## config.mk

```make
export PLATFORM = sky130hd
export DESIGN_NAME = logic_cell
export DESIGN_NICKNAME = d
export VERILOG_FILES = /design/src/rtl/lcell_pkg.sv /design/src/rtl/lcell_cfg.sv /design/src/rtl/lcell_lut.sv /design/src/rtl/lcell_outsel.sv /design/src/rtl/logic_cell.sv
export SDC_FILE = /design/constraint.sdc
export NUM_CORES = 1
export LEC_CHECK = 0
export BUFFER_PORTS_ARGS = -buffer_cell sky130_fd_sc_hd__buf_2
export CAP_MARGIN = 20
export CORE_ASPECT_RATIO = 0.75
export CORE_MARGIN = 4
export CORE_UTILIZATION = 48
export CTS_CLUSTER_DIAMETER = 200
export DETAILED_ROUTE_END_ITERATION = 10
export PLACE_DENSITY = 0.82
export SYNTH_ARGS = -nofsm -noshare
export SYNTH_HDL_FRONTEND = slang
export SYNTH_SLANG_ARGS = --single-unit
```

## constraint.sdc

```tcl
create_clock -name clk -period 1.7 [get_ports clk]
set_input_delay 0.255 -clock clk [delete_from_list [all_inputs] [get_ports clk]]
set_output_delay 0.255 -clock clk [all_outputs]
set_load 0.02 [all_outputs]
```

## src/rtl/lcell_pkg.sv

```systemverilog
package lcell_pkg;

  // Configuration word addresses.
  typedef enum logic [1:0] {
    CA_TAB_F = 2'd0,
    CA_TAB_G = 2'd1,
    CA_MODE  = 2'd2,
    CA_NONE  = 2'd3
  } cfg_addr_e;

  // Mode word: bit 0 combine, bit 1 registered X, bit 2 registered Y.
  typedef struct packed {
    logic reg_y;
    logic reg_x;
    logic combine;
  } mode_t;

  localparam int MODE_W = $bits(mode_t);

endpackage

```

## src/rtl/lcell_cfg.sv

```systemverilog
module lcell_cfg
  import lcell_pkg::*;
#(
  parameter int K = 4,
  localparam int TW = 1 << K
) (
  input  logic          clk,
  input  logic          rst,
  input  logic          we,
  input  logic [1:0]    addr,
  input  logic [TW-1:0] wdata,
  output logic [TW-1:0] tab_f,
  output logic [TW-1:0] tab_g,
  output mode_t         mode
);

  always_ff @(posedge clk) begin
    if (rst) begin
      tab_f <= '0;
      tab_g <= '0;
      mode  <= '0;
    end else if (we) begin
      unique case (cfg_addr_e'(addr))
        CA_TAB_F: tab_f <= wdata;
        CA_TAB_G: tab_g <= wdata;
        CA_MODE:  mode  <= mode_t'(wdata[MODE_W-1:0]);
        default:  ;
      endcase
    end
  end

endmodule

```

## src/rtl/lcell_lut.sv

```systemverilog
module lcell_lut #(
  parameter int K = 4,
  localparam int TW = 1 << K
) (
  input  logic [TW-1:0] tab,
  input  logic [K-1:0]  idx,
  output logic          o
);

  // Binary mux tree: level l halves the candidates using idx[l].
  logic [TW-1:0] lvl [K+1];

  assign lvl[0] = tab;

  for (genvar l = 0; l < K; l++) begin : g_lvl
    localparam int N = TW >> (l + 1);
    for (genvar n = 0; n < N; n++) begin : g_node
      assign lvl[l+1][n] = idx[l] ? lvl[l][2*n+1] : lvl[l][2*n];
    end
    if (N < TW) begin : g_pad
      assign lvl[l+1][TW-1:N] = '0;
    end
  end

  assign o = lvl[K][0];

endmodule

```

## src/rtl/lcell_outsel.sv

```systemverilog
module lcell_outsel (
  input  logic clk,
  input  logic rst,
  input  logic ce,
  input  logic d,
  input  logic use_reg,
  output logic q_ff,
  output logic q
);

  always_ff @(posedge clk) begin
    if (rst)     q_ff <= 1'b0;
    else if (ce) q_ff <= d;
  end

  assign q = use_reg ? q_ff : d;

endmodule

```

## src/rtl/logic_cell.sv

```systemverilog
module logic_cell
  import lcell_pkg::*;
#(
  parameter int K = 4,
  localparam int TW = 1 << K,
  localparam int NLUT = 2
) (
  input  logic          clk,
  input  logic          rst,
  input  logic          cfg_we,
  input  logic [1:0]    cfg_addr,
  input  logic [TW-1:0] cfg_wdata,
  input  logic          ce,
  input  logic [K-1:0]  f_in,
  input  logic [K-1:0]  g_in,
  input  logic          sel_in,
  output logic          x_out,
  output logic          y_out
);

  logic [TW-1:0] tab_f, tab_g;
  mode_t         mode_q;

  lcell_cfg #(.K(K)) u_cfg (
    .clk   (clk),
    .rst   (rst),
    .we    (cfg_we),
    .addr  (cfg_addr),
    .wdata (cfg_wdata),
    .tab_f (tab_f),
    .tab_g (tab_g),
    .mode  (mode_q)
  );

  // Index 0 is table F, index 1 is table G.
  logic [TW-1:0] tabs [NLUT];
  logic [K-1:0]  idxs [NLUT];
  logic          lut_o [NLUT];

  assign tabs[0] = tab_f;
  assign tabs[1] = tab_g;
  assign idxs[0] = f_in;
  assign idxs[1] = g_in;

  for (genvar i = 0; i < NLUT; i++) begin : g_lut
    lcell_lut #(.K(K)) u_lut (
      .tab (tabs[i]),
      .idx (idxs[i]),
      .o   (lut_o[i])
    );
  end

  // Expansion about the fifth variable: G holds sel=0 half, F holds sel=1 half.
  logic exp_o;
  assign exp_o = sel_in ? lut_o[0] : lut_o[1];

  logic comb_o  [NLUT];
  logic use_reg [NLUT];
  logic ff_o    [NLUT];
  logic out_o   [NLUT];

  assign comb_o[0]  = lut_o[0];
  assign comb_o[1]  = mode_q.combine ? exp_o : lut_o[1];
  assign use_reg[0] = mode_q.reg_x;
  assign use_reg[1] = mode_q.reg_y;

  for (genvar i = 0; i < NLUT; i++) begin : g_out
    lcell_outsel u_out (
      .clk     (clk),
      .rst     (rst),
      .ce      (ce),
      .d       (comb_o[i]),
      .use_reg (use_reg[i]),
      .q_ff    (ff_o[i]),
      .q       (out_o[i])
    );
  end

  assign x_out = out_o[0];
  assign y_out = out_o[1];

  // Flat views for the bound checker.
  logic chk_lut_f, chk_lut_g, chk_x_comb, chk_y_comb, chk_x_ff, chk_y_ff;
  logic chk_combine, chk_reg_x, chk_reg_y;
  assign chk_lut_f   = lut_o[0];
  assign chk_lut_g   = lut_o[1];
  assign chk_x_comb  = comb_o[0];
  assign chk_y_comb  = comb_o[1];
  assign chk_x_ff    = ff_o[0];
  assign chk_y_ff    = ff_o[1];
  assign chk_combine = mode_q.combine;
  assign chk_reg_x   = mode_q.reg_x;
  assign chk_reg_y   = mode_q.reg_y;

endmodule

```

==> results by group <==
Power
  – Power Total: 0.00188 W
  – Peak supply drop: 496 uV
  – Pleak: 0.829 nW
  – PD cells: 938 nW/um2

Synthesis
  – Synth Area in Compound Gates: 16.2%
  – Top_reg_cell synth: dfxtp_1
  – Yosys Warn Count: 0
  – Net Count, Synth: 228
  – Synthesized instance count: 197
  – Avg Cell Area, Syn: 8.39 um2
  – Yosys reg bits: 37
  – Mapped Area: 1650 um2
  – Netlist cell types: 29
  – Area contributors post-synth: dfxtp_1, nand2_1, a21oi_1, mux2i_1, mux4_2
  – Asr flop ratio synth: 0%
  – Post-synth top area cell: dfxtp_1
  – Synth top area share: 44.8%
  – XOR/XNOR share of the synthesized area: 0%
  – Mux cell area share after synthesis: 12.8%
  – Sequential share of the synthesized area: 44.8%
  – Largest family of logic cells by synthesized area: simple AND/OR/NAND/NOR gates
  – Post-Synth Adder-Cell Area: 0%
  – EDFF count, synth: 0
  – Post-Synth Simple-Gate Area: 21.9%

Worst setup path
  – Max incr delay on CP: 480 ps
  – Largest delay share family, worst path: compound AO/OA/AOI/OAI gates
  – Buf/Inv on CP: 1
  – Worst path required time: 1440 ps
  – Critical path, cell by cell: mux4_2, a22oi_2, o21ai_2, o311a_4, buf_2
  – Worst setup path category: reg -> out
  – Worst Path Arrival: 1860 ps
  – CP Launch Type: flip-flop
  – Crit end category: output pin
  – Critical path's slowest cell: mux4_2
  – CP Max Fanout: 3

Clock network
  – Clk Latency, worst-skew pair: 290 ps
  – Clock Path Buffers: 2
  – Clk root buf: clkbuf_8
  – Number of buffers created by CTS: 5
  – Clock transition at the registers of the reported paths: 70 ps
  – H-tree depth: 2
  – Clk sink count: 37
  – CTS tree: yes
  – Hold Buf Count CTS: 0

Die
  – Core box area: 3310 um2
  – Initial core utilization: 49.9%
  – Ports: 33
  – Die X: 75.8 um
  – Die height: 58.8 um
  – Row count: 18
  – Die footprint: 4460 um2

STA
  – Layout Skew: 1.31 ps
  – Final worst setup slack: -413 ps
  – Worst slew pin tran: 583 ps
  – Setup violators final: 2
  – RSZ-0062 raised after global routing: true
  – F_max: 0.473 GHz
  – Final Cycle Share: 124%
  – Max Slew Vio Count: 0
  – WHS: 202 ps
  – Final hold violations: 0
  – Rel. slew slack: 61.1%
  – Minimum clock period: 2110 ps

Finish
  – Most common cell after layout, fill and taps aside: nand2_1
  – Share of post-route cells with drive strength above 1: 26.5%
  – Fin cells: 274
  – Syn-to-layout area delta: 21.3%
  – Most frequent cells in the layout: nand2_1, dfxtp_1, a21oi_1
  – Final core utilization: 60.5%
  – Antenna diodes: 0
  – Final-stage net count: 265

Detailed routing
  – Drc violations: 0
  – WL final: 3960 um
  – Via density: 5.42
  – Via count: 1,485
  – Drt pass-1 iters: 4
  – DRT iter0 DRCs: 104
  – ANT nets after route: 0
  – Drt wl/cell: 14.5 um

Run
  – Max-cap violation count: 0

Global routing
  – Grt ovf: 0
  – Global-route wire length before repair: 6420 um
  – Initial antenna violation count: 0
  – Vias in the first global route: 1,439
  – Largest net degree at the start of global routing: 36
  – Gr usage total: 19.4%

Placement
  – Placed cells: 267
  – Post-DP HPWL: 2950 um
  – Setup WS pre-CTS: -306 ps
  – Input/output buffers: 32
  – Placer Congestion: 0.857

Outcome
  – Status: finished with violations
  – Failing checks: negative setup slack

Worst hold path
  – Worst hold path class: in -> reg
-- metal layers --
metal  vias to the layer above  wire length, um  track usage, %
li1                        743                -               -
met1                       695             1890            25.6
met2                        45             1770            29.4
met3                         2              277            5.97
met4                         0               24            7.48
met5                         -                0               0
-- cell families after synthesis --
family / Yosys count
buf+inv: 16
mux: 16
flops: 37
simple gates: 84
compound gates: 44
-- state kept, by name, summed over array words and instances, names as in the netlist --
signal and flops:
g_out.u_out.q_ff 2, u_cfg.mode 3, u_cfg.tab_f 16, u_cfg.tab_g 16
-- metrics by stage --
stage | TNS, ps | cell area, um2
3_3_place_gp | -587 | 1890
2_1_floorplan | -10.4 | 1670
6_report | -781 | 2000
3_5_place_dp | -762 | 1890
5_1_grt | -929 | 2000
4_1_cts | -856 | 2010
-- final cells by class --
cell class | count | area (um2)
Timing Repair Buffer | 42 | 241
Inverter | 4 | 15.0
Multi-Input combinational cell | 144 | 852
Tap cell | 40 | 50.0
Fill cell | 315 | 1310
Clock inverter | 2 | 35.0
Clock buffer | 5 | 68.8
Sequential cell | 37 | 742
-- final timing paths --
check | from | end | slack, ps | depth (start not counted)
setup / recovery | u_cfg.tab_f[15] | y_out | -410 | 5
hold / removal | cfg_wdata[7] | u_cfg.tab_g[7] | 200 | 3
setup reg to reg | u_cfg.tab_f[15] | g_out[1].u_out.q_ff | 20 | 5
hold reg to reg | u_cfg.tab_f[9] | u_cfg.tab_f[9] | 460 | 2
-- worst reg2reg max path: stages, from the launching register on --
cell	delay, ps
dfxtp_2	330
mux4_2	480
a22oi_2	180
o21ai_2	120
buf_4	160
a211o_2	320
-- report_power, final --
part / switching, W / leakage [nW] / internal [W]
registers: 0.0000165 / 0.301 / 0.000897
clock network: 0.000310 / 0.0540 / 0.000426
logic: 0.000122 / 0.473 / 0.000108
total: 0.000448 / 0.829 / 0.00143
-- what timing repair did --
action / CTS / global route
setup buffers: 1 / 0
pin swaps: 0 / 1
setup endpoints to repair: 2 / 4
gates resized for setup: 3 / 0
-- cell usage after synthesis, types with 2 or more instances --
library cell and n:
mux4_2 4, nand2_1 66, inv_1 4, nor2_1 6, dfxtp_1 37, nand3b_1 2
a21oi_1 32, mux2i_1 11, nor2b_1 2, a221oi_1 5, clkbuf_1 10
Note: power is estimated with default switching activity, not from simulation.
